## src/rtl/flash_seq_pkg.sv

```systemverilog
package flash_seq_pkg;

    typedef enum logic [2:0] {
        S_IDLE    = 3'd0,
        S_GOT_AA  = 3'd1,
        S_GOT_55  = 3'd2,
        S_PGM_TGT = 3'd3,
        S_EXT_AA  = 3'd4,
        S_EXT_SEL = 3'd5,
        S_EXT_FIN = 3'd6
    } seq_state_e;

    typedef enum logic [1:0] {
        RD_ARRAY    = 2'd0,
        RD_IDENT    = 2'd1,
        RD_LOCKSTAT = 2'd2
    } rd_mode_e;

    localparam logic [7:0] KEY_FIRST   = 8'hAA;
    localparam logic [7:0] KEY_SECOND  = 8'h55;
    localparam logic [7:0] CMD_PROGRAM = 8'hA0;
    localparam logic [7:0] CMD_EXTEND  = 8'h80;
    localparam logic [7:0] CMD_IDENT   = 8'h90;
    localparam logic [7:0] CMD_EXIT    = 8'hF0;
    localparam logic [7:0] CMD_LOCK    = 8'h40;
    localparam logic [7:0] CMD_ERASE   = 8'h30;

    // Key matcher index map
    localparam int KM_FIRST  = 0;
    localparam int KM_SECOND = 1;
    localparam int KM_PGM    = 2;
    localparam int KM_EXT    = 3;
    localparam int KM_IDENT  = 4;
    localparam int KM_EXIT   = 5;
    localparam int KM_LOCK   = 6;
    localparam int KM_COUNT  = 7;

endpackage

```

## src/rtl/fsd_key_match.sv

```systemverilog
module fsd_key_match #(
    parameter int              AW    = 21,
    parameter logic [AW-1:0]   KADDR = '0,
    parameter logic [7:0]      KDATA = '0
) (
    input  logic [AW-1:0] addr,
    input  logic [7:0]    data,
    output logic          hit
);
    assign hit = (addr == KADDR) && (data == KDATA);
endmodule

```

## src/rtl/fsd_boot_guard.sv

```systemverilog
module fsd_boot_guard #(
    parameter int AW         = 21,
    parameter int SEC_W      = 3,
    parameter int BOOT_WORDS = 8192
) (
    input  logic          clk,
    input  logic          rst_n,
    input  logic          set_lock,
    input  logic [AW-1:0] tgt_addr,
    output logic          locked,
    output logic          pgm_block,
    output logic          erase_block
);
    localparam logic [AW-1:0] BOOT_LIMIT = AW'(BOOT_WORDS);

    logic locked_q;

    always_ff @(posedge clk or negedge rst_n) begin
        if (!rst_n) begin
            locked_q <= 1'b0;
        end else if (set_lock) begin
            locked_q <= 1'b1;
        end
    end

    assign locked      = locked_q;
    assign pgm_block   = locked_q && (tgt_addr < BOOT_LIMIT);
    assign erase_block = locked_q && (tgt_addr[AW-1 -: SEC_W] == '0);
endmodule

```

## src/rtl/flash_cmd_decoder.sv

```systemverilog
module flash_cmd_decoder
    import flash_seq_pkg::*;
#(
    parameter int AW         = 21,
    parameter int DW         = 16,
    parameter int SECTORS    = 8,
    parameter int BOOT_WORDS = 8192,
    parameter int KEY_ADDR_A = 'h555,
    parameter int KEY_ADDR_B = 'h2AA,
    localparam int SEC_W     = $clog2(SECTORS)
) (
    input  logic             clk,
    input  logic             rst_n,
    input  logic             wr_valid,
    input  logic [AW-1:0]    wr_addr,
    input  logic [DW-1:0]    wr_data,
    output logic             pgm_strobe,
    output logic [AW-1:0]    pgm_addr,
    output logic [DW-1:0]    pgm_data,
    output logic             erase_strobe,
    output logic [SEC_W-1:0] erase_sector,
    output logic             lock_strobe,
    output logic             boot_locked,
    output logic [1:0]       rd_mode,
    output logic [7:0]       lock_code
);
    localparam logic [7:0] KDATA [KM_COUNT] = '{
        KEY_FIRST, KEY_SECOND, CMD_PROGRAM, CMD_EXTEND, CMD_IDENT, CMD_EXIT, CMD_LOCK
    };
    localparam logic [KM_COUNT-1:0] USE_ADDR_B = KM_COUNT'(1) << KM_SECOND;

    seq_state_e st_q, st_d;
    rd_mode_e   mode_q;
    logic [KM_COUNT-1:0] khit;
    logic do_pgm, do_erase, do_lock, do_ident, do_exit, do_verify;
    logic pgm_blk, erase_blk, locked;

    for (genvar k = 0; k < KM_COUNT; k++) begin : g_key
        fsd_key_match #(
            .AW    (AW),
            .KADDR (USE_ADDR_B[k] ? AW'(KEY_ADDR_B) : AW'(KEY_ADDR_A)),
            .KDATA (KDATA[k])
        ) u_km (
            .addr (wr_addr),
            .data (wr_data[7:0]),
            .hit  (khit[k])
        );
    end

    fsd_boot_guard #(
        .AW         (AW),
        .SEC_W      (SEC_W),
        .BOOT_WORDS (BOOT_WORDS)
    ) u_guard (
        .clk         (clk),
        .rst_n       (rst_n),
        .set_lock    (do_lock),
        .tgt_addr    (wr_addr),
        .locked      (locked),
        .pgm_block   (pgm_blk),
        .erase_block (erase_blk)
    );

    // State register
    always_ff @(posedge clk or negedge rst_n) begin
        if (!rst_n) begin
            st_q <= S_IDLE;
        end else begin
            st_q <= st_d;
        end
    end

    // Next state and command decode
    always_comb begin
        st_d      = st_q;
        do_pgm    = 1'b0;
        do_erase  = 1'b0;
        do_lock   = 1'b0;
        do_ident  = 1'b0;
        do_exit   = 1'b0;
        do_verify = 1'b0;
        if (wr_valid) begin
            unique case (st_q)
                S_IDLE:    st_d = khit[KM_FIRST]  ? S_GOT_AA : S_IDLE;
                S_GOT_AA:  st_d = khit[KM_SECOND] ? S_GOT_55 : S_IDLE;
                S_GOT_55: begin
                    st_d = S_IDLE;
                    if (khit[KM_PGM])        st_d = S_PGM_TGT;
                    else if (khit[KM_EXT])   st_d = S_EXT_AA;
                    else if (khit[KM_IDENT]) do_ident = 1'b1;
                    else if (khit[KM_EXIT])  do_exit  = 1'b1;
                end
                S_PGM_TGT: begin
                    st_d   = S_IDLE;
                    do_pgm = 1'b1;
                end
                S_EXT_AA:  st_d = khit[KM_FIRST] ? S_EXT_SEL : S_IDLE;
                S_EXT_SEL: begin
                    st_d = S_IDLE;
                    if (khit[KM_SECOND])    st_d    = S_EXT_FIN;
                    else if (khit[KM_LOCK]) do_lock = 1'b1;
                end
                S_EXT_FIN: begin
                    st_d = S_IDLE;
                    if (khit[KM_IDENT])                  do_verify = 1'b1;
                    else if (wr_data[7:0] == CMD_ERASE)  do_erase  = 1'b1;
                end
                default:   st_d = S_IDLE;
            endcase
        end
    end

    // Registered outputs
    always_ff @(posedge clk or negedge rst_n) begin
        if (!rst_n) begin
            pgm_strobe   <= 1'b0;
            pgm_addr     <= '0;
            pgm_data     <= '0;
            erase_strobe <= 1'b0;
            erase_sector <= '0;
            lock_strobe  <= 1'b0;
            mode_q       <= RD_ARRAY;
        end else begin
            pgm_strobe   <= do_pgm & ~pgm_blk;
            erase_strobe <= do_erase & ~erase_blk;
            lock_strobe  <= do_lock;
            if (do_pgm && !pgm_blk) begin
                pgm_addr <= wr_addr;
                pgm_data <= wr_data;
            end
            if (do_erase && !erase_blk) begin
                erase_sector <= wr_addr[AW-1 -: SEC_W];
            end
            if (do_ident)       mode_q <= RD_IDENT;
            else if (do_exit)   mode_q <= RD_ARRAY;
            else if (do_verify) mode_q <= RD_LOCKSTAT;
        end
    end

    assign boot_locked = locked;
    assign rd_mode     = mode_q;
    assign lock_code   = {7'b0, locked};
endmodule

```

## config.mk

```make
export PLATFORM = sky130hd
export DESIGN_NAME = flash_cmd_decoder
export DESIGN_NICKNAME = d
export VERILOG_FILES = /design/src/rtl/flash_seq_pkg.sv /design/src/rtl/fsd_key_match.sv /design/src/rtl/fsd_boot_guard.sv /design/src/rtl/flash_cmd_decoder.sv
export SDC_FILE = /design/constraint.sdc
export NUM_CORES = 1
export LEC_CHECK = 0
export BUFFER_PORTS_ARGS = -buffer_cell sky130_fd_sc_hd__buf_2
export CAP_MARGIN = 15
export CORE_MARGIN = 2
export CORE_UTILIZATION = 50
export CTS_BUF_LIST = sky130_fd_sc_hd__clkbuf_8
export CTS_CLUSTER_DIAMETER = 50
export DETAILED_ROUTE_END_ITERATION = 8
export GPL_TIMING_DRIVEN = 0
export PLACE_DENSITY_LB_ADDON = 0.08
export SETUP_SLACK_MARGIN = 0.2
export SYNTH_ARGS = -nofsm -noshare
export SYNTH_HDL_FRONTEND = slang
export SYNTH_SLANG_ARGS = --single-unit
```

## constraint.sdc

```tcl
create_clock -name clk -period 2.1 [get_ports clk]
set_clock_uncertainty 0.15 [all_clocks]
set_input_delay 0.21 -clock clk [delete_from_list [all_inputs] [get_ports clk]]
set_output_delay 0.21 -clock clk [all_outputs]
set_load 0.01 [all_outputs]
```

==> flow_summary.yaml, run 1 <==
grt:
  grt_pass1_vias: 1978
  grt_max_degree: 50
  grt_usage: 0.2283
  grt_pass1_wl_um: 9114
  antenna_found_initial: 0
  overflow: 0
die:
  core_region_area_sq_mm: 0.004384
  num_rows: 24
  die_area_sq_mm: 0.005118
  initial_core_util: 0.5203
  io_pins: 94
  die_h_um: 71.54
  die_w_um: 71.54
cells_and_area:
  final_common_cell: "buf_2"
  drive_gt1_frac: 0.5166
  mostFrequentLayoutCells: "buf_2 (85), dfrtp_1 (48), mux2_2 (32)"
  area.growth.synth_to_final_pct: 38.29
  final_nets: 341
  antennaDiodeCount: 0
timing:
  hold_viol_final: 0
  final.setup.worst_slack_ns: 0.2508
  finalSetupViolCount: 0
  rsz0062_at_grt: "true"
  post-route-period-util: 0.8806
  fmax_mhz: 540.8
  min_period_ns: 1.849
  slew_viol_final: 0
  setup_tns_ns: 0
synth:
  ys_top_cells_by_area: "dfrtp_1 (54%), mux2_2 (16%), buf_4 (2.6%)"
  yosysSeqAreaShare: 0.5376
  synth_edf_count: 0
  synth_flop_cell: "dfrtp_1"
  synth_top_area_frac: 0.5376
  yosysTopAreaCell: "dfrtp_1"
  synthCells: 180
  synth_seq_cells: 49
  synth.cell_area_sq_mm: 0.002281
  synth.distinct_cells: 38
  syn_avg_cell_area_sq_um: 12.67
  ys_async_sr_fraction: 1.000
  ys_warn_count: 0
clocking:
  cts_buffers: 5
  cts_sinks: 49
  clkLatencyLatePin_ns: 0.30
  cts_root_buffer: "clkbuf_8"
  worst_setup_hold_path_clk_slew_ns: 0.09
  cts_tree: "built"
  clock_path_buffers: 2
  h-tree-depth: 2
worst_setup_path:
  crit_family: "simple AND/OR/NAND/NOR gates"
  worstPathMaxFanout: 3
  critPathLaunchType: "flip-flop"
  crit_type: "reg2reg"
  path_cells: "nor3_4 -> nand3_2 -> or3b_4 -> o41ai_2 -> mux2i_1"
  slowest_stage: "dfrtp_2"
  cp_slowest_stage_delay_ns: 0.44
  reg2reg_setup_slack_ns: 0.25
  cp.required_ns: 2.13
  end_kind: "flip-flop"
  cp_num_buf_inv: 0
  cp.arrival_ns: 1.88
worst_hold_path:
  min_path_type: "in2reg"
pwr:
  vdd_drop_max_uv: 420.3
  power_density_mw_per_mm2: 518.7
  p_leak_nw: 1.765
route:
  viasPerCell: 5.308
  drtAntennaViolNets: 0
  vias: 1879
  first_iter_violations: 77
  drt-total-wl_um: 5632
  first_pass_iters: 4
  drc: 0
  wl_per_cell_um: 15.91
place:
  post-place-ws_ns: 0.03129
  place.gp.congestion: 0.9415
  port_buffers: 85
  place_hpwl_um: 3881
job:
  maxCapViolations: 0
outcome:
  outcome: "finished, final reports clean"
[Yosys cell counts (3+ instances only)]
cell type,n
and4b_1,3
buf_2,4
buf_4,8
dfrtp_1,49
inv_1,4
mux2_2,32
nand2_1,15
nand2b_1,3
nand3_1,3
nand4b_1,5
nor2_1,6
nor3_1,4
nor4_1,4
nor4b_1,3
o21ai_0,4
[sequential cells by signal, indices dropped and copies added, names as in the netlist]
signal	flops
lock_strobe	1
erase_sector	3
st_q	3
u_guard.locked	1
pgm_data	16
pgm_strobe	1
rd_mode	2
erase_strobe	1
pgm_addr	21
[power breakdown]
part	switching [mW]	internal, mW	leakage, nW
Combinational	0.0795	0.0752	1.03
Clock	0.312	0.227	0.0467
Sequential	0.000000000144	0.943	0.683
[per-layer routing]
metal / GRT usage / routed length, um
met5: 0 / 0
met4: 0.06289 / 65
met3: 0.06048 / 379
met2: 0.4064 / 2907
met1: 0.2725 / 2279
[final timing paths]
check / from / endpoint / depth (start not counted)
max in group asynchronous: rst_n / st_q[0] / 3
worst min-delay path: wr_addr[8] / pgm_addr[8] / 2
worst max register to register: st_q[0] / rd_mode[0] / 5
worst min register to register: pgm_addr[19] / pgm_addr[19] / 2
min in group asynchronous: rst_n / pgm_addr[9] / 2
worst max-delay path: st_q[0] / rd_mode[0] / 5
[through the flow]
| stage | cells | instance area, sq um | power, mW | util | hold slack (ns) |
|---|---|---|---|---|---|
| finish | 354 | 3154 | 1.636 | 0.7195 | 0.009397 |
| global route | 354 | 3154 | 1.698 | 0.7195 | 0.004988 |
| CTS | 350 | 3087 | 1.642 | 0.7041 | 0.002531 |
| detailed placement | 323 | 2799 | 1.081 | 0.6384 | 0.2866 |
| global placement | 323 | 2799 | 1.080 | 0.6384 | 0.2770 |
| floorplan | 186 | 2308 | 1.003 | - | -0.2356 |
[logic make-up (layout without fill, tap and decap cells)]
family / after synthesis / count (layout) / synth area share
flip-flops: 49 / 49 / 0.5376
AO/OA/AOI/OAI: 13 / 13 / 0.04059
multiplexers: 36 / 36 / 0.1766
AND/OR/NAND/NOR: 63 / 63 / 0.1975
other: 1 / 7 / 0.001644
buffers and inverters: 18 / 134 / 0.04608
[area by class of cell]
class                   instances  area (sq um)
plain buffers                  14         107.6
clock buffers                   5         68.82
clock inverters                 3         15.01
fillers                       339          1230
inverters                       4         15.01
multi-input cells             119         999.7
flip-flops and latches         49          1227
well taps                      52         65.06
repair buffers                108         655.6
[what timing repair did]
item / in CTS / in global routing
resized for setup: 4 / 11
hold buffers: 17 / 1
endpoints found under the hold margin: 65 / 1
pin swaps: 2 / 2
endpoints found under the setup margin: 23 / 33
cloned: 0 / 0
setup buffers: 2 / 2
Power figures use the tool's default switching activity.
==> inputs of run 2 (changes only) <==
Settings changed: CORE_UTILIZATION 50 to 53.
Clock period 2.1 ns to 2.25 ns, I/O delays scaled along.
==> run 2 against run 1 <==
  * Combinational power is 17% lower
  * Die area is 5.3% lower
  * Worst setup slack better by 0.035 ns
  * Worst hold slack worse by 0.0056 ns
  * Utilization is 3.0 points higher
  * Maximum frequency is 5.8% lower
  * Sequential share of layout area is 1.4 points higher
  * Critical path type unchanged
==> flow_summary.yaml, run 2 (synthesized netlist as in run 1, its figures left out) <==
grt:
  grt_pass1_wl_um: 8569
  overflow: 0
  antenna_found_initial: 0
  grt_max_degree: 50
  grt_pass1_vias: 1777
  grt_usage: 0.2239
timing:
  hold_viol_final: 0
  slew_viol_final: 0
  fmax_mhz: 509.1
  tightestPinTransition_ns: 0.5250
  max-slew-margin-rel: 0.6468
  post-route-period-util: 0.8729
  min_period_ns: 1.964
  setup_tns_ns: 0
  rsz0062_at_grt: "false"
  finalSetupViolCount: 0
job:
  maxCapViolations: 0
clocking:
  clock_path_buffers: 2
  clkLatencyLatePin_ns: 0.30
  cts_tree: "built"
  cts_root_buffer: "clkbuf_8"
  cts_sinks: 49
  h-tree-depth: 2
  cts_buffers: 5
  post_cts_buffers: 0
  worst_setup_hold_path_clk_slew_ns: 0.09
pwr:
  switching_power_uw: 369.9
  vdd_drop_max_uv: 501.1
  combPwrFrac: 0.077
  netSwitchingFraction: 0.2215
  p_leak_nw: 1.705
  clockPowerShare: 0.396
  power.internal_mw: 1.300
  p_seq_frac: 0.527
  power_density_mw_per_mm2: 548.8
worst_setup_path:
  reg2reg_setup_slack_ns: 0.29
  cp.arrival_ns: 2.00
  path_cells: "nor3_4 -> nand3_2 -> or3b_1 -> o41ai_2 -> mux2i_1"
  slowest_stage: "dfrtp_2"
  worstPathMaxFanout: 6
  reg2regPathDepth: 5
  rr_startpoint: "st_q[0]"
  critPathLaunchType: "flip-flop"
  r2r_end: "rd_mode[0]"
  cp-startpoint: "st_q[0]"
  end_kind: "flip-flop"
  cp.required_ns: 2.29
  cp_slowest_stage_delay_ns: 0.47
  crit_type: "reg2reg"
cells_and_area:
  final_nets: 328
  reg.largest.list: "pgm_addr: 21 flops, pgm_data: 16 flops"
  area.growth.synth_to_final_pct: 33.41
  postLayoutCellArea_sq_mm: 0.003043
  final_common_cell: "buf_2"
  antennaDiodeCount: 0
  drive_gt1_frac: 0.5225
  mostFrequentLayoutCells: "buf_2 (89), dfrtp_1 (48), mux2_2 (32)"
  largest_reg_flops: 21
  regMostFlops: "pgm_addr"
place:
  place.gp.congestion: 0.9203
  port_buffers: 85
  place_hpwl_um: 3751
  dpl_cell_area_sq_mm: 0.002791
die:
  die_w_um: 69.60
  core_region_area_sq_mm: 0.004058
  die_h_um: 69.60
  num_rows: 23
  die_area_sq_mm: 0.004844
  initial_core_util: 0.5621
  io_pins: 94
worst_hold_path:
  min_from: "wr_data[12]"
  min_path_cells: 2
  min_path_type: "in2reg"
  min_to: "pgm_data[12]"
route:
  viasPerCell: 5.260
  drt-total-wl_um: 5215
  drtAntennaViolNets: 0
  drc: 0
  vias: 1783
  first_pass_iters: 4
  first_iter_violations: 81
  wl_per_cell_um: 15.38
outcome:
  outcome: "finished, final reports clean"
==> run 2: layout make-up <==
cell class                 instances  area (sq um)
sequential                        49          1227
buffer                            14         90.09
clock buffer                       6         82.58
tap                               50         62.56
inverter                           4         15.01
fill                             293          1015
timing repair buffer              95         535.5
multi-input combinational        119         992.2
clock inverter                     2         37.54
==> run 2: timing repair <==
action / in CTS / in global routing
gates resized for setup: 2 / 2
hold endpoints to repair: 8 / 49
endpoints found under the setup margin: 5 / 3
pin swaps: 0 / 0
hold buffers: 8 / 1
==> run 2: critical path, delay by kind of cell, from the launching register on <==
kind	cells	cell delay [ns]
AOI/OAI and AO/OA	1	0.32
DFF	1	0.47
muxes	1	0.11
and+or+nand+nor	3	0.79
==> run 2: layer usage <==
layer | GRT usage | vias to the layer above | wire (um)
met4 | 0.06536 | 0 | 66
li1 | - | 865 | -
met1 | 0.2848 | 848 | 2328
met5 | 0 | - | 0
met3 | 0.06977 | 7 | 349
met2 | 0.3686 | 63 | 2471
==> run 2: worst max path at each step <==
stage	depth (start not counted)	to	slack, ns
2_1_floorplan	5	rd_mode[0]	0.34
3_3_place_gp	4	erase_sector[1]	0.14
3_5_place_dp	4	erase_sector[1]	0.1
4_1_cts	5	rd_mode[0]	0.25
5_1_grt	5	pgm_data[13]	0.21
6_report	5	rd_mode[0]	0.29
==> run 2: power groups by stage <==
stage | sequential (mW) | combinational, mW | clock [mW]
floorplan | 0.898 | 0.0386 | 0
global placement | 0.897 | 0.109 | 0
detailed placement | 0.897 | 0.110 | 0
CTS | 0.880 | 0.122 | 0.670
global route | 0.880 | 0.144 | 0.710
finish | 0.880 | 0.129 | 0.662
==> run 2: stage by stage <==
stage / setup WS, ns / utilization / cells / hold WS, ns / total power [mW]
finish: 0.2859 / 0.7499 / 339 / 0.003819 / 1.670
global route: 0.2066 / 0.7499 / 339 / 0.00004546 / 1.734
CTS: 0.2490 / 0.7407 / 337 / 0.0002526 / 1.672
detailed placement: 0.09883 / 0.6879 / 321 / 0.3086 / 1.007
global placement: 0.1361 / 0.6879 / 321 / 0.2890 / 1.006
floorplan: 0.3436 / - / 186 / -0.2206 / 0.9362
==> inputs of run 3 (changes only) <==
Settings changed: PLACE_DENSITY from default to 0.95, PLACE_DENSITY_LB_ADDON 0.08 to default.
==> run 3 against run 2 <==
  * Combinational power about the same
  * Via count is 4.3% higher
  * Critical path depth is the same
  * Register-to-register slack lost 0.02 ns
  * Cell count fell by 0.88%
  * Sequential cell count stayed put
  * Clock power shrank 16%
  * Maximum frequency shrank 1.1%
  * Global-route usage is 0.54 points higher
  * First-iteration DRC count rose by 6.2%
  * Routed wire length is 2.9% higher
  * Largest cell class unchanged
  * Largest power group unchanged
==> flow_summary.yaml, run 3 (synthesized netlist as in run 1, its figures left out) <==
outcome:
  outcome: "finished, final reports clean"
timing:
  fmax_mhz: 503.6
  slew_viol_final: 0
  finalSetupViolCount: 0
  rsz0062_at_grt: "true"
  setup_tns_ns: 0
  hold_viol_final: 0
  worst_hold_slack_ns: 0.002990
  min_period_ns: 1.986
  tightestPinTransition_ns: 0.6136
  max-slew-margin-rel: 0.5872
  post-route-period-util: 0.8826
die:
  io_pins: 94
  die_area_sq_mm: 0.004844
  core_region_area_sq_mm: 0.004058
  initial_core_util: 0.5621
  die_h_um: 69.60
  die_w_um: 69.60
  num_rows: 23
route:
  viasPerCell: 5.533
  wl_per_cell_um: 15.97
  drt-total-wl_um: 5365
  first_pass_iters: 4
  vias: 1859
  first_iter_violations: 86
  drtAntennaViolNets: 0
  drc: 0
pwr:
  vdd_drop_max_uv: 369.2
  power_density_mw_per_mm2: 523.1
  clockPowerShare: 0.356
  netSwitchingFraction: 0.2242
  power.internal_mw: 1.213
  combPwrFrac: 0.081
  p_leak_nw: 1.687
  p_seq_frac: 0.563
  switching_power_uw: 350.5
cells_and_area:
  regMostFlops: "pgm_addr"
  postLayoutCellArea_sq_mm: 0.002989
  seqCellArea_sq_mm: 0.001226
  final_core_util: 0.7367
  drive_gt1_frac: 0.5245
  n_fill_cell: 280
  fin_cells: 336
  reg.largest.list: "pgm_addr: 21 flops, pgm_data: 16 flops"
  final_common_cell: "buf_2"
  largest_reg_flops: 21
  multiInputGateArea_sq_um: 983.4
  area.growth.synth_to_final_pct: 31.05
  antennaDiodeCount: 0
  mostFrequentLayoutCells: "buf_2 (87), dfrtp_1 (49), mux2_2 (32)"
  final_nets: 325
place:
  place_hpwl_um: 3992
  place.gp.congestion: 0.9764
  placed_cells: 321
  port_buffers: 85
  dpl_cell_area_sq_mm: 0.002791
clocking:
  cts_sinks: 49
  clock_path_buffers: 2
  cts_root_buffer: "clkbuf_8"
  clkLatencyLatePin_ns: 0.30
  cts_tree: "built"
  cts_buffers: 5
  post_cts_buffers: 0
  h-tree-depth: 2
  worst_setup_hold_path_clk_slew_ns: 0.09
grt:
  grt_max_degree: 50
  grt_pass1_vias: 1878
  grt_pass1_wl_um: 8818
  overflow: 0
  grt_usage: 0.2292
  antenna_found_initial: 0
worst_hold_path:
  min_path_type: "in2reg"
  min_from: "wr_data[15]"
worst_setup_path:
  end_kind: "flip-flop"
  cp-startpoint: "st_q[2]"
  worstPathMaxFanout: 10
  critPathLaunchType: "flip-flop"
  cp.required_ns: 2.29
  crit_type: "reg2reg"
  cp.arrival_ns: 2.02
  rr_startpoint: "st_q[2]"
job:
  maxCapViolations: 0
## run 3: worst max-delay path, stage by stage, from the launching register on
cell	delay, ns
dfrtp_1	0.33
clkbuf_2	0.21
and4b_1	0.28
o21ai_1	0.22
buf_2	0.32
mux2_2	0.36
## run 3: path summary, 6_finish.rpt
check	end	slack, ns	cells after the start
worst max-delay path	pgm_data[0]	0.26	5
worst min-delay path	pgm_data[15]	0.003	2
worst max register to register	pgm_data[0]	0.26	5
worst min register to register	pgm_addr[20]	0.33	2
max in group asynchronous	pgm_addr[0]	1.29	3
min in group asynchronous	st_q[2]	0.18	2
## run 3: metrics by stage
stage / total power, mW / worst slack (ns)
finish: 1.564 / 0.2643
global route: 1.617 / 0.1770
CTS: 1.569 / 0.2179
detailed placement: 1.008 / 0.003371
global placement: 1.005 / 0.03702
floorplan: 0.9362 / 0.3436
## run 3: power groups by stage
| stage | clock, mW | combinational (mW) | sequential [mW] |
|---|---|---|---|
| 6_report | 0.557 | 0.127 | 0.880 |
| 5_1_grt | 0.597 | 0.140 | 0.880 |
| 4_1_cts | 0.570 | 0.119 | 0.880 |
| 3_5_place_dp | 0 | 0.111 | 0.897 |
| 3_3_place_gp | 0 | 0.107 | 0.897 |
| 2_1_floorplan | 0 | 0.0386 | 0.898 |
## run 3: routing by layer
metal / wire, um / vias up / track usage
met5: 0 / - / 0
met4: 112 / 0 / 0.09150
met3: 371 / 15 / 0.05523
met2: 2773 / 89 / 0.3985
met1: 2108 / 903 / 0.2726
li1: - / 852 / -
## run 3: layout make-up
type	instances	share of cell area
Inverter	4	0.005023
Clock buffer	7	0.03223
Clock inverter	1	0.001674
Multi-Input combinational cell	119	0.3290
Tap cell	50	0.02093
Timing Repair Buffer	92	0.1691
Buffer	14	0.03181
Sequential cell	49	0.4102
## run 3: timing repair
action,in CTS,in global routing
setup endpoints to repair,5,22
hold buffers,5,1
hold endpoints to repair,5,49
gates resized for setup,1,3
